File: src/rtl/mwire_pkg.sv
// Shared constants, state types and helpers for the serial EEPROM reader.
// Assumes a word-organised part with 16-bit words and a 3-bit read opcode.
package mwire_pkg;
    localparam int          OPCODE_W   = 3;
    localparam logic [2:0]  RD_OPCODE  = 3'b110;
    localparam int          WORD_W     = 16;
    localparam int          MAC_W      = 48;
    localparam logic [15:0] ID_WORD    = 16'h8129;
    localparam logic [7:0]  ID_ADDR    = 8'h00;
    localparam logic [7:0]  MAC_BASE   = 8'h07;

    typedef enum logic [2:0] {
        ENG_IDLE, ENG_CS_SETUP, ENG_CMD_LO, ENG_CMD_HI,
        ENG_TURN, ENG_DAT_HI, ENG_DAT_LO, ENG_CS_END
    } eng_state_t;

    typedef enum logic [2:0] {
        LD_IDLE, LD_ID, LD_W0, LD_W1, LD_W2
    } ld_state_t;

    // Swap a little-endian stored word into transmit byte order.
    function automatic logic [15:0] le_pair(input logic [15:0] w);
        return {w[7:0], w[15:8]};
    endfunction
endpackage

File: src/rtl/mwire_half_tick.sv
// Half-period strobe for the serial clock.
// Emits one tick every HALF_DIV system cycles while run is high;
// the count restarts whenever run is low. Assumes HALF_DIV >= 1.
module mwire_half_tick #(
    parameter int HALF_DIV = 4
) (
    input  logic clk,
    input  logic rst_n,
    input  logic run,
    output logic tick
);
    localparam int CW = (HALF_DIV > 1) ? $clog2(HALF_DIV) : 1;

    generate
        if (HALF_DIV == 1) begin : g_every
            assign tick = run;
        end else begin : g_count
            logic [CW-1:0] cnt;

            // Count system cycles within one half-period.
            always_ff @(posedge clk) begin
                if (!rst_n || !run) cnt <= '0;
                else if (tick)      cnt <= '0;
                else                cnt <= cnt + 1'b1;
            end

            assign tick = run && (cnt == CW'(HALF_DIV - 1));

            // Ticks are spaced by at least two cycles when dividing.
            p_tick_spacing_r4: assert property (@(posedge clk) disable iff (!rst_n)
                tick |=> !tick);
        end
    endgenerate
endmodule

File: src/rtl/mwire_word_rd.sv
// Single-word Microwire read engine.
// Accepts req when idle, sends opcode and address MSB first, then shifts
// in 16 data bits while the clock is high. All pins are registered.
// Assumes the part drives a dummy zero after the address and each data
// bit after a rising clock edge.
module mwire_word_rd
    import mwire_pkg::*;
#(
    parameter int HALF_DIV  = 4,
    parameter int NARROW_AW = 6,
    parameter int WIDE_AW   = 8
) (
    input  logic               clk,
    input  logic               rst_n,
    input  logic               wide_sel,
    input  logic               req,
    input  logic [WIDE_AW-1:0] addr,
    output logic               busy,
    output logic               done,
    output logic [WORD_W-1:0]  data,
    output logic               cs,
    output logic               sk,
    output logic               di,
    input  logic               do_in
);
    localparam int CMD_W  = OPCODE_W + WIDE_AW;
    localparam int NCMD_W = OPCODE_W + NARROW_AW;
    localparam int PAD_W  = WIDE_AW - NARROW_AW;
    localparam int LW     = $clog2(CMD_W + 1);
    localparam int DW     = $clog2(WORD_W + 1);

    eng_state_t        state;
    logic [CMD_W-1:0]  cmd_sr;
    logic [LW-1:0]     cmd_left;
    logic [DW-1:0]     dat_cnt;
    logic [WORD_W-1:0] dat_sr;
    logic              tick;
    logic              accept;
    logic [CMD_W-1:0]  wide_cmd;
    logic [CMD_W-1:0]  narrow_cmd;

    assign busy   = (state != ENG_IDLE);
    assign accept = req && !busy;

    // Left-align the command so its first bit is always the MSB.
    assign wide_cmd   = {RD_OPCODE, addr};
    assign narrow_cmd = CMD_W'({RD_OPCODE, addr[NARROW_AW-1:0]}) << PAD_W;

    mwire_half_tick #(.HALF_DIV(HALF_DIV)) i_tick (
        .clk  (clk),
        .rst_n(rst_n),
        .run  (busy),
        .tick (tick)
    );

    // Transaction sequencer: one state step per half-period tick.
    always_ff @(posedge clk) begin
        if (!rst_n) begin
            state    <= ENG_IDLE;
            cs       <= 1'b0;
            sk       <= 1'b0;
            di       <= 1'b0;
            cmd_sr   <= '0;
            cmd_left <= '0;
            dat_cnt  <= '0;
            dat_sr   <= '0;
            data     <= '0;
            done     <= 1'b0;
        end else begin
            done <= 1'b0;
            case (state)
                ENG_IDLE: begin
                    if (accept) begin
                        state    <= ENG_CS_SETUP;
                        cs       <= 1'b1;
                        sk       <= 1'b0;
                        di       <= 1'b0;
                        cmd_sr   <= wide_sel ? wide_cmd : narrow_cmd;
                        cmd_left <= wide_sel ? LW'(CMD_W) : LW'(NCMD_W);
                    end
                end
                ENG_CS_SETUP: begin
                    if (tick) begin
                        di    <= cmd_sr[CMD_W-1];
                        state <= ENG_CMD_LO;
                    end
                end
                ENG_CMD_LO: begin
                    if (tick) begin
                        sk    <= 1'b1;
                        state <= ENG_CMD_HI;
                    end
                end
                ENG_CMD_HI: begin
                    if (tick) begin
                        sk       <= 1'b0;
                        cmd_sr   <= cmd_sr << 1;
                        cmd_left <= cmd_left - 1'b1;
                        if (cmd_left == LW'(1)) begin
                            di    <= 1'b0;
                            state <= ENG_TURN;
                        end else begin
                            di    <= cmd_sr[CMD_W-2];
                            state <= ENG_CMD_LO;
                        end
                    end
                end
                ENG_TURN: begin
                    if (tick) begin
                        sk      <= 1'b1;
                        dat_cnt <= '0;
                        state   <= ENG_DAT_HI;
                    end
                end
                ENG_DAT_HI: begin
                    if (tick) begin
                        dat_sr  <= {dat_sr[WORD_W-2:0], do_in};
                        dat_cnt <= dat_cnt + 1'b1;
                        sk      <= 1'b0;
                        state   <= ENG_DAT_LO;
                    end
                end
                ENG_DAT_LO: begin
                    if (tick) begin
                        if (dat_cnt == DW'(WORD_W)) begin
                            cs    <= 1'b0;
                            state <= ENG_CS_END;
                        end else begin
                            sk    <= 1'b1;
                            state <= ENG_DAT_HI;
                        end
                    end
                end
                ENG_CS_END: begin
                    if (tick) begin
                        data  <= dat_sr;
                        done  <= 1'b1;
                        state <= ENG_IDLE;
                    end
                end
                default: state <= ENG_IDLE;
            endcase
        end
    end

    // Data toward the part moves only in the clock low phase.
    p_di_quiet_r2: assert property (@(posedge clk) disable iff (!rst_n)
        !$stable(di) |-> !sk);
    // Clock is active only inside chip select.
    p_sk_in_cs_r2: assert property (@(posedge clk) disable iff (!rst_n)
        sk |-> cs);
    // Chip select ends with the clock already low.
    p_cs_fall_low_r3: assert property (@(posedge clk) disable iff (!rst_n)
        $fell(cs) |-> (!sk && !$past(sk)));
    // An accepted request makes the engine busy on the next cycle.
    p_accept_busy_r5: assert property (@(posedge clk) disable iff (!rst_n)
        (req && !busy) |=> busy);
    // Completion is a single-cycle pulse with the engine idle.
    p_done_idle_r5: assert property (@(posedge clk) disable iff (!rst_n)
        done |-> !busy);
    p_done_pulse_r5: assert property (@(posedge clk) disable iff (!rst_n)
        done |=> !done);
endmodule

File: src/rtl/mwire_mac_seq.sv
// Station address loader.
// Reads the identification word, then three address words, through the
// word engine. Assumes the engine accepts rd_req whenever it is idle and
// that this sequencer has priority on the engine while load_busy is high.
module mwire_mac_seq
    import mwire_pkg::*;
#(
    parameter int WIDE_AW = 8
) (
    input  logic               clk,
    input  logic               rst_n,
    input  logic               start,
    input  logic               eng_busy,
    input  logic               eng_done,
    input  logic [WORD_W-1:0]  eng_data,
    output logic               rd_req,
    output logic [WIDE_AW-1:0] rd_addr,
    output logic               load_busy,
    output logic               load_done,
    output logic [MAC_W-1:0]   mac_addr,
    output logic               mac_valid
);
    ld_state_t        state;
    logic             waiting;
    logic             accept;
    logic [MAC_W-1:0] mac_final;

    assign load_busy = (state != LD_IDLE);
    assign accept    = start && !load_busy && !eng_busy;
    assign rd_req    = load_busy && !waiting && !eng_busy;
    assign mac_final = {mac_addr[MAC_W-1:16], le_pair(eng_data)};

    // Word address for the current step of the sequence.
    always_comb begin
        case (state)
            LD_W0:   rd_addr = WIDE_AW'(MAC_BASE);
            LD_W1:   rd_addr = WIDE_AW'(MAC_BASE + 8'd1);
            LD_W2:   rd_addr = WIDE_AW'(MAC_BASE + 8'd2);
            default: rd_addr = WIDE_AW'(ID_ADDR);
        endcase
    end

    // Step through identification check and address unpacking.
    always_ff @(posedge clk) begin
        if (!rst_n) begin
            state     <= LD_IDLE;
            waiting   <= 1'b0;
            load_done <= 1'b0;
            mac_addr  <= '0;
            mac_valid <= 1'b0;
        end else begin
            load_done <= 1'b0;
            if (state == LD_IDLE) begin
                if (accept) begin
                    state     <= LD_ID;
                    waiting   <= 1'b0;
                    mac_addr  <= '0;
                    mac_valid <= 1'b0;
                end
            end else if (rd_req) begin
                waiting <= 1'b1;
            end else if (eng_done && waiting) begin
                waiting <= 1'b0;
                case (state)
                    LD_ID: begin
                        if (eng_data == ID_WORD) begin
                            state <= LD_W0;
                        end else begin
                            state     <= LD_IDLE;
                            load_done <= 1'b1;
                        end
                    end
                    LD_W0: begin
                        mac_addr[47:32] <= le_pair(eng_data);
                        state           <= LD_W1;
                    end
                    LD_W1: begin
                        mac_addr[31:16] <= le_pair(eng_data);
                        state           <= LD_W2;
                    end
                    LD_W2: begin
                        mac_addr[15:0] <= le_pair(eng_data);
                        mac_valid      <= !mac_final[40] && (|mac_final);
                        load_done      <= 1'b1;
                        state          <= LD_IDLE;
                    end
                    default: state <= LD_IDLE;
                endcase
            end
        end
    end

    // Valid can only appear together with the end-of-load pulse.
    p_valid_rise_r9: assert property (@(posedge clk) disable iff (!rst_n)
        $rose(mac_valid) |-> load_done);
    // The end-of-load pulse finds the loader idle.
    p_done_idle_r10: assert property (@(posedge clk) disable iff (!rst_n)
        load_done |-> !load_busy);
    // Starting a load clears any previous result.
    p_clear_on_start_r7: assert property (@(posedge clk) disable iff (!rst_n)
        accept |=> (!mac_valid && mac_addr == '0));
endmodule

File: src/rtl/mwire_mac_fetch.sv
// Top level: Microwire word reader plus station address loader.
// The loader owns the engine while load_busy is high; outside requests
// are accepted only when both engine and loader are idle and no load is
// starting in the same cycle.
module mwire_mac_fetch
    import mwire_pkg::*;
#(
    parameter int HALF_DIV  = 4,
    parameter int NARROW_AW = 6,
    parameter int WIDE_AW   = 8
) (
    input  logic               clk,
    input  logic               rst_n,
    input  logic               wide_sel,
    input  logic               rd_req,
    input  logic [WIDE_AW-1:0] rd_addr,
    output logic               rd_busy,
    output logic               rd_done,
    output logic [WORD_W-1:0]  rd_data,
    input  logic               load_start,
    output logic               load_busy,
    output logic               load_done,
    output logic [MAC_W-1:0]   mac_addr,
    output logic               mac_valid,
    output logic               rom_cs,
    output logic               rom_sk,
    output logic               rom_di,
    input  logic               rom_do
);
    logic               eng_req;
    logic [WIDE_AW-1:0] eng_addr;
    logic               eng_busy;
    logic               eng_done;
    logic               seq_req;
    logic [WIDE_AW-1:0] seq_addr;

    // Engine arbitration: loader first, outside request otherwise.
    assign eng_req  = seq_req || (rd_req && !load_busy && !load_start);
    assign eng_addr = load_busy ? seq_addr : rd_addr;
    assign rd_busy  = eng_busy;
    assign rd_done  = eng_done && !load_busy;

    mwire_word_rd #(
        .HALF_DIV (HALF_DIV),
        .NARROW_AW(NARROW_AW),
        .WIDE_AW  (WIDE_AW)
    ) i_eng (
        .clk     (clk),
        .rst_n   (rst_n),
        .wide_sel(wide_sel),
        .req     (eng_req),
        .addr    (eng_addr),
        .busy    (eng_busy),
        .done    (eng_done),
        .data    (rd_data),
        .cs      (rom_cs),
        .sk      (rom_sk),
        .di      (rom_di),
        .do_in   (rom_do)
    );

    mwire_mac_seq #(.WIDE_AW(WIDE_AW)) i_seq (
        .clk      (clk),
        .rst_n    (rst_n),
        .start    (load_start),
        .eng_busy (eng_busy),
        .eng_done (eng_done),
        .eng_data (rd_data),
        .rd_req   (seq_req),
        .rd_addr  (seq_addr),
        .load_busy(load_busy),
        .load_done(load_done),
        .mac_addr (mac_addr),
        .mac_valid(mac_valid)
    );

    // A started load holds the bus off from outside requests.
    p_load_blocks_req_r6: assert property (@(posedge clk) disable iff (!rst_n)
        (load_start && !load_busy && !eng_busy) |=> (load_busy && !rd_done));
endmodule

File: config.mk
export PLATFORM = sky130hd
export DESIGN_NAME = mwire_mac_fetch
export DESIGN_NICKNAME = d
export VERILOG_FILES = /design/src/rtl/mwire_pkg.sv /design/src/rtl/mwire_half_tick.sv /design/src/rtl/mwire_word_rd.sv /design/src/rtl/mwire_mac_seq.sv /design/src/rtl/mwire_mac_fetch.sv
export SDC_FILE = /design/constraint.sdc
export NUM_CORES = 1
export LEC_CHECK = 0
export BUFFER_PORTS_ARGS = -buffer_cell sky130_fd_sc_hd__buf_2
export CAP_MARGIN = 20
export CORE_MARGIN = 2
export CORE_UTILIZATION = 55
export DETAILED_ROUTE_END_ITERATION = 12
export PLACE_DENSITY = 0.9
export SYNTH_ARGS = -nofsm -noshare
export SYNTH_HDL_FRONTEND = slang
export SYNTH_SLANG_ARGS = --single-unit
File: constraint.sdc
create_clock -name clk -period 3.8 [get_ports clk]
set_input_delay 0.38 -clock clk [delete_from_list [all_inputs] [get_ports clk]]
set_output_delay 0.38 -clock clk [all_outputs]
set_load 0.02 [all_outputs]
Yosys cells after proc, flatten, opt, wreduce, memory -nomap -nowiden
Cells that the tools add are included.
{"block": "totals", "reg_bits": 115, "input_bits": 14, "output_inout_bits": 72, "elab_cells": 166}
{"block": "op_classes", "add_sub_neg": 3, "n_eq_ne": 29, "n_mux": 62, "n_bitwise": 2, "n_reduce_logical": 52}
{"cell": "48-bit 2-to-1 mux", "n": 4}
{"cell": "16-bit 2-to-1 mux", "n": 3}
{"cell": "48-bit OR reduction", "n": 1}
{"cell": "3-bit 2-to-1 mux", "n": 13}
{"cell": "3-bit one-hot mux with 8 select lines", "n": 1}
{"cell": "11-bit 2-to-1 mux", "n": 2}
{"cell": "11-bit one-hot mux with 2 select lines", "n": 1}
{"cell": "1-bit 2-to-1 mux", "n": 21}
{"cell": "4-bit AND reduction", "n": 5}
{"cell": "16-bit equality test, second input constant", "n": 1}
{"cell": "8-bit 2-to-1 mux", "n": 2}
{"cell": "2-bit != test, second input constant", "n": 8}
{"cell": "3-bit equality test, second input constant", "n": 5}
{"cell": "2-bit nonzero test", "n": 7}
{"cell": "3-bit by 2-bit equality test with 1-bit output, second input constant", "n": 4}
{"cell": "2-bit by 1-bit != test with 1-bit output, second input constant", "n": 6}
{"cell": "4-bit one-hot mux with 3 select lines", "n": 1}
{"cell": "3-bit nonzero test", "n": 4}
{"cell": "1-bit logical AND", "n": 11}
{"cell": "5-bit 2-to-1 mux", "n": 2}
{"cell": "5-bit one-hot mux with 2 select lines", "n": 1}
{"cell": "3-bit one-hot mux with 3 select lines", "n": 1}
{"cell": "3-bit AND reduction", "n": 3}
{"cell": "4-bit 2-to-1 mux", "n": 2}
{"cell": "other kinds (22)", "n": 39}

Depth between registers and ports, before layout
{"block": "logic_depth", "word_depth": 8, "ltp_mapped": 8, "depth_no_buf": 6}

Modules after synthesis
From an unflattened synthesis, not the netlist that was laid out.
{"block": "unflattened", "hier_cells": 586, "hier_area_um2": 5400.2}
{"module": "mwire_word_rd", "n_inst": 1, "cells_each": 308, "area_per_inst_um2": 2723.9, "seq_area_each_um2": 1181.1}
{"module": "mwire_mac_seq", "n_inst": 1, "cells_each": 260, "area_per_inst_um2": 2433.6, "seq_area_each_um2": 1081.0}
{"module": "mwire_mac_fetch", "n_inst": 1, "cells_each": 12, "area_per_inst_um2": 158.9, "seq_area_each_um2": 0.0}
{"module": "mwire_half_tick", "n_inst": 1, "cells_each": 6, "area_per_inst_um2": 83.8, "seq_area_each_um2": 40.0}

Worst setup path after synthesis
No wires, ideal clock.
{"block": "synth_timing", "path_kind": "register to output", "start": "reg i_seq.state[2]", "end": "out rd_done", "t_arrival_ns": 1.647, "t_required_ns": 3.420, "path_slack_ns": 1.773, "path_stages_with_launch": 6, "path_buffers": 3, "path_cell_list": "dfxtp_1 or3_1 buf_2 buf_2 buf_1 nor2_1"}
{"block": "synth_between", "elab_chain_cells": 3}
{"element": "from (decl)", "line_no": "mwire_mac_seq.sv:23", "source": "ld_state_t state;"}
{"element": "from (signal assigned)", "line_no": "mwire_mac_seq.sv:46", "source": "state <= LD_IDLE;"}
{"element": "from (signal assigned)", "line_no": "mwire_mac_seq.sv:55", "source": "state <= LD_ID;"}
{"element": "from (signal assigned)", "line_no": "mwire_mac_seq.sv:67", "source": "state <= LD_W0;"}
{"element": "3-bit nonzero test", "line_no": "mwire_mac_seq.sv:28", "source": "assign load_busy = (state != LD_IDLE);"}
{"element": "named net load_busy", "line_no": "mwire_mac_fetch.sv:21", "source": "output logic load_busy,"}
{"element": "1-bit zero test", "line_no": "mwire_mac_fetch.sv:41", "source": "assign rd_done = eng_done && !load_busy;"}
{"element": "1-bit logical AND", "line_no": "mwire_mac_fetch.sv:41"}
{"element": "to (decl)", "line_no": "mwire_mac_fetch.sv:18", "source": "output logic rd_done,"}
The timed path passes the listed nets, and every way through them passes these cells.

Worst setup path in the final report
{"block": "layout_timing", "start": "reg i_seq.state[2]", "end": "out rd_done"}
{"block": "layout_between", "elab_chain_cells": 3}
{"element": "3-bit nonzero test", "line_no": "mwire_mac_seq.sv:28"}
{"element": "1-bit zero test", "line_no": "mwire_mac_fetch.sv:41"}
{"element": "1-bit logical AND", "line_no": "mwire_mac_fetch.sv:41"}
Every way passes these cells.

==> results by group <==
Placed design
  – Routability cong.: 0.877
  – IO Port Bufs: 85
  – Post-DP HPWL: 8540 um
  – Placed cell areas: 5300 sq um
  – Worst slack, placed: 1320 ps

Global routing
  – Vias in the first global route: 4347
  – GRT Util Overall: 27.1%
  – GR Overflow Total: 0
  – Initial antenna violation count: 0
  – First-pass GRT wire length: 21200 um
  – Largest net degree at the start of global routing: 59

Synth
  – Mapped Cells: 577
  – FF+latch count, synth: 115
  – EDFF count, synth: 0
  – Syn_nets: 596
  – Warnings, synthesis: 0
  – Avg Inst Size Synth: 8.56 sq um
  – Netlist cell types: 63
  – Sequential cell area fraction in the yosys report: 46.6%
  – Dominant synthesized flop cell: dfxtp_1
  – Ys async rst share: 0%
  – Mapped Area: 4940 sq um

Clock network
  – Cts bufs inserted: 17
  – TritonCTS clock tree: built
  – CTS root buf: clkbuf_8
  – Post-CTS setup buffer count: 0
  – Clk sinks: 115
  – Resized Gates After CTS: 0
  – CTS clk-pin slew, worst paths: 50 ps
  – Clk_lat worst skew: 520 ps
  – H-Tree Depth: 4
  – # hold bufs at CTS: 0
  – Maximum buffer depth of the clock tree: 2

Route
  – DRT Pass-1 Iters: 8
  – Vias per cell: 6.17
  – DRC: 0
  – Remaining antenna violation count: 0
  – 1st-iter DRT viols: 416
  – DRT Wirelength: 13300 um
  – Via count: 4691
  – WL/cell: 17.5 um

Setup path
  – Worst EP required: 3420 ps
  – Worst setup EP type: primary output
  – FF-to-FF Start: i_seq.state[2]
  – Critical Path Start: i_seq.state[2]
  – Crit Path Class: flop to primary output
  – Arrival @ worst endpoint: 2490 ps
  – Buf/Inv on CP: 2
  – Largest delay share family, worst path: flip-flops
  – Worst path cell trace: or3_1 -> buf_4 -> nor2_1 -> buf_2
  – Worst setup SP type: flop
  – Slowest library cell on the worst path: dfxtp_1
  – Max Fanout on Critical Path: 36
  – Slowest stage delay, CP: 740 ps

Floorplan
  – Initial core utilization: 56.6%
  – Die Area: 9760 sq um
  – Core box area: 8720 sq um
  – Rows: 34
  – Ports: 86
  – Die width: 98.8 um
  – Die H: 98.8 um

Final layout
  – Layout fillers: 599
  – Layout net count: 658
  – # diodes: 0
  – Area Growth Syn to Fin: 19.5%
  – Layout cells sized above 1: 20.9%
  – Cell area after layout: 5900 sq um

Outcome
  – Status: finished, final reports clean

Min path
  – HP Class: primary input to flop
  – Worst Hold Launch: rom_do

Timing
  – Final Hold Vio Count: 0
  – Slew @ Worst Pin: 1010 ps
  – Fmax: 0.348 GHz
  – Setup TNS: 0 ps
  – Setup ws final: 928 ps
  – Max-slew headroom: 32.6%
  – Period utilisation layout: 75.6%
  – Unrepaired setup endpoints after global routing: no
  – Clock Skew: 8.66 ps
  – Setup violations, final: 0
  – Min cycle time layout: 2870 ps
  – Final Max Tran Viols: 0

Pwr
  – Max VDD drop: 300 uV
  – LEAKAGE: 0.00235 uW
  – P per Cell Area: 525 nW/um^2

Job
  – Max Cap Viol: 0
-- cell type report --
cell class	instances	area, sq um	share of cell area (%)
multi-input cells	405	2370	40.1
clock inverters	13	184	3.12
flip-flops and latches	115	2300	39.0
clock buffers	19	422	7.14
well taps	108	135	2.29
inverters	12	45.0	0.763
repair buffers	88	448	7.59
-- flip-flops by register name, indices dropped and copies added, names as in the netlist, 2 cells and up --
register and cells:
i_eng.cmd_left 4, i_eng.dat_sr 16, i_seq.state 3, i_eng.dat_cnt 5, i_eng.state 3, i_seq.mac_addr 48, i_eng.cmd_sr 11, i_eng.i_tick.g_count.cnt 2
i_eng.data 16
-- kinds of logic (layout without fill, tap and decap cells) --
logic type,Yosys count,after routing,share of synthesized area [%]
simple gates,236,236,22.7
compound gates,136,136,18.1
flops,115,115,46.6
buf+inv,57,132,5.47
mux,23,23,4.94
fa+ha+maj,5,5,1.27
xor+xnor,5,5,0.887
-- report_power, final --
part	switching (uW)	internal (uW)	total [uW]	leakage (uW)
clock network	566	1060	1630	0.000288
registers	23.5	1230	1250	0.000929
logic	144	71.8	216	0.00114
total	734	2360	3100	0.00235
-- synth_stat cells (7+ instances only) --
| library cell | number | area share, % |
|---|---|---|
| nand2_1 | 121 | 9.2 |
| nor3_1 | 10 | 1.0 |
| clkbuf_1 | 29 | 2.2 |
| a21oi_1 | 63 | 6.4 |
| o21ai_0 | 15 | 1.5 |
| a22o_1 | 16 | 2.8 |
| nand4_1 | 7 | 0.89 |
| buf_2 | 8 | 0.81 |
| mux2i_1 | 21 | 4.3 |
| nor4_1 | 12 | 1.5 |
| nor2_1 | 17 | 1.3 |
| inv_1 | 10 | 0.76 |
| nand3_1 | 40 | 4.1 |
| dfxtp_1 | 115 | 47 |
-- metrics by stage --
stage / power, uW / std cells / utilization (%) / hold slack [ps]
6_report: 3100 / 760 / 67.7 / 97.6
5_1_grt: 3180 / 760 / 67.7 / 127
3_5_place_dp: 1480 / 728 / 60.7 / 426
2_1_floorplan: 1450 / 577 / - / 407
4_1_cts: 3090 / 760 / 67.7 / 97.5
3_3_place_gp: 1470 / 728 / 60.7 / 416
-- cell usage in the layout (no fill, tap or decap), types with 3 or more instances in the layout --
cell type,n
a21oi_1,63
buf_2,85
nand2_1,121
mux2i_1,21
bufinv_16,4
nor3_1,10
nand3b_1,3
nand4_1,7
clkinvlp_4,3
xor2_1,3
clkbuf_16,16
ha_1,5
nand3_1,40
o22ai_1,3
nand2b_1,3
o211ai_1,5
nor2_1,17
clkinv_2,3
a211oi_1,4
o21ai_0,15
o31ai_1,5
dfxtp_1,115
buf_4,3
nor3b_1,3
nor4_1,12
or2_2,3
inv_1,10
a22oi_1,3
a22o_1,16
-- worst min-delay path, cell delays in order --
cell,delay [ps]
buf_2,90
nand2_1,50
a21oi_1,50
-- path summary, 6_finish.rpt --
kind | end | slack [ps] | cells past startpoint
worst max-delay path | rd_done | 930 | 4
worst min-delay path | i_eng.dat_sr[0] | 100 | 3
worst max register to register | i_seq.mac_addr[15] | 1180 | 5
worst min register to register | i_eng.i_tick.g_count.cnt[0] | 430 | 1
-- per-layer routing --
metal | wire (um) | track usage, % | share of wire, %
met2 | 6560 | 45.5 | 49
met5 | 0 | 0 | 0
met4 | 365 | 10.6 | 2.7
met3 | 1160 | 6.67 | 8.7
met1 | 5250 | 33.5 | 39
No activity file was read; power rests on OpenSTA's default activity.
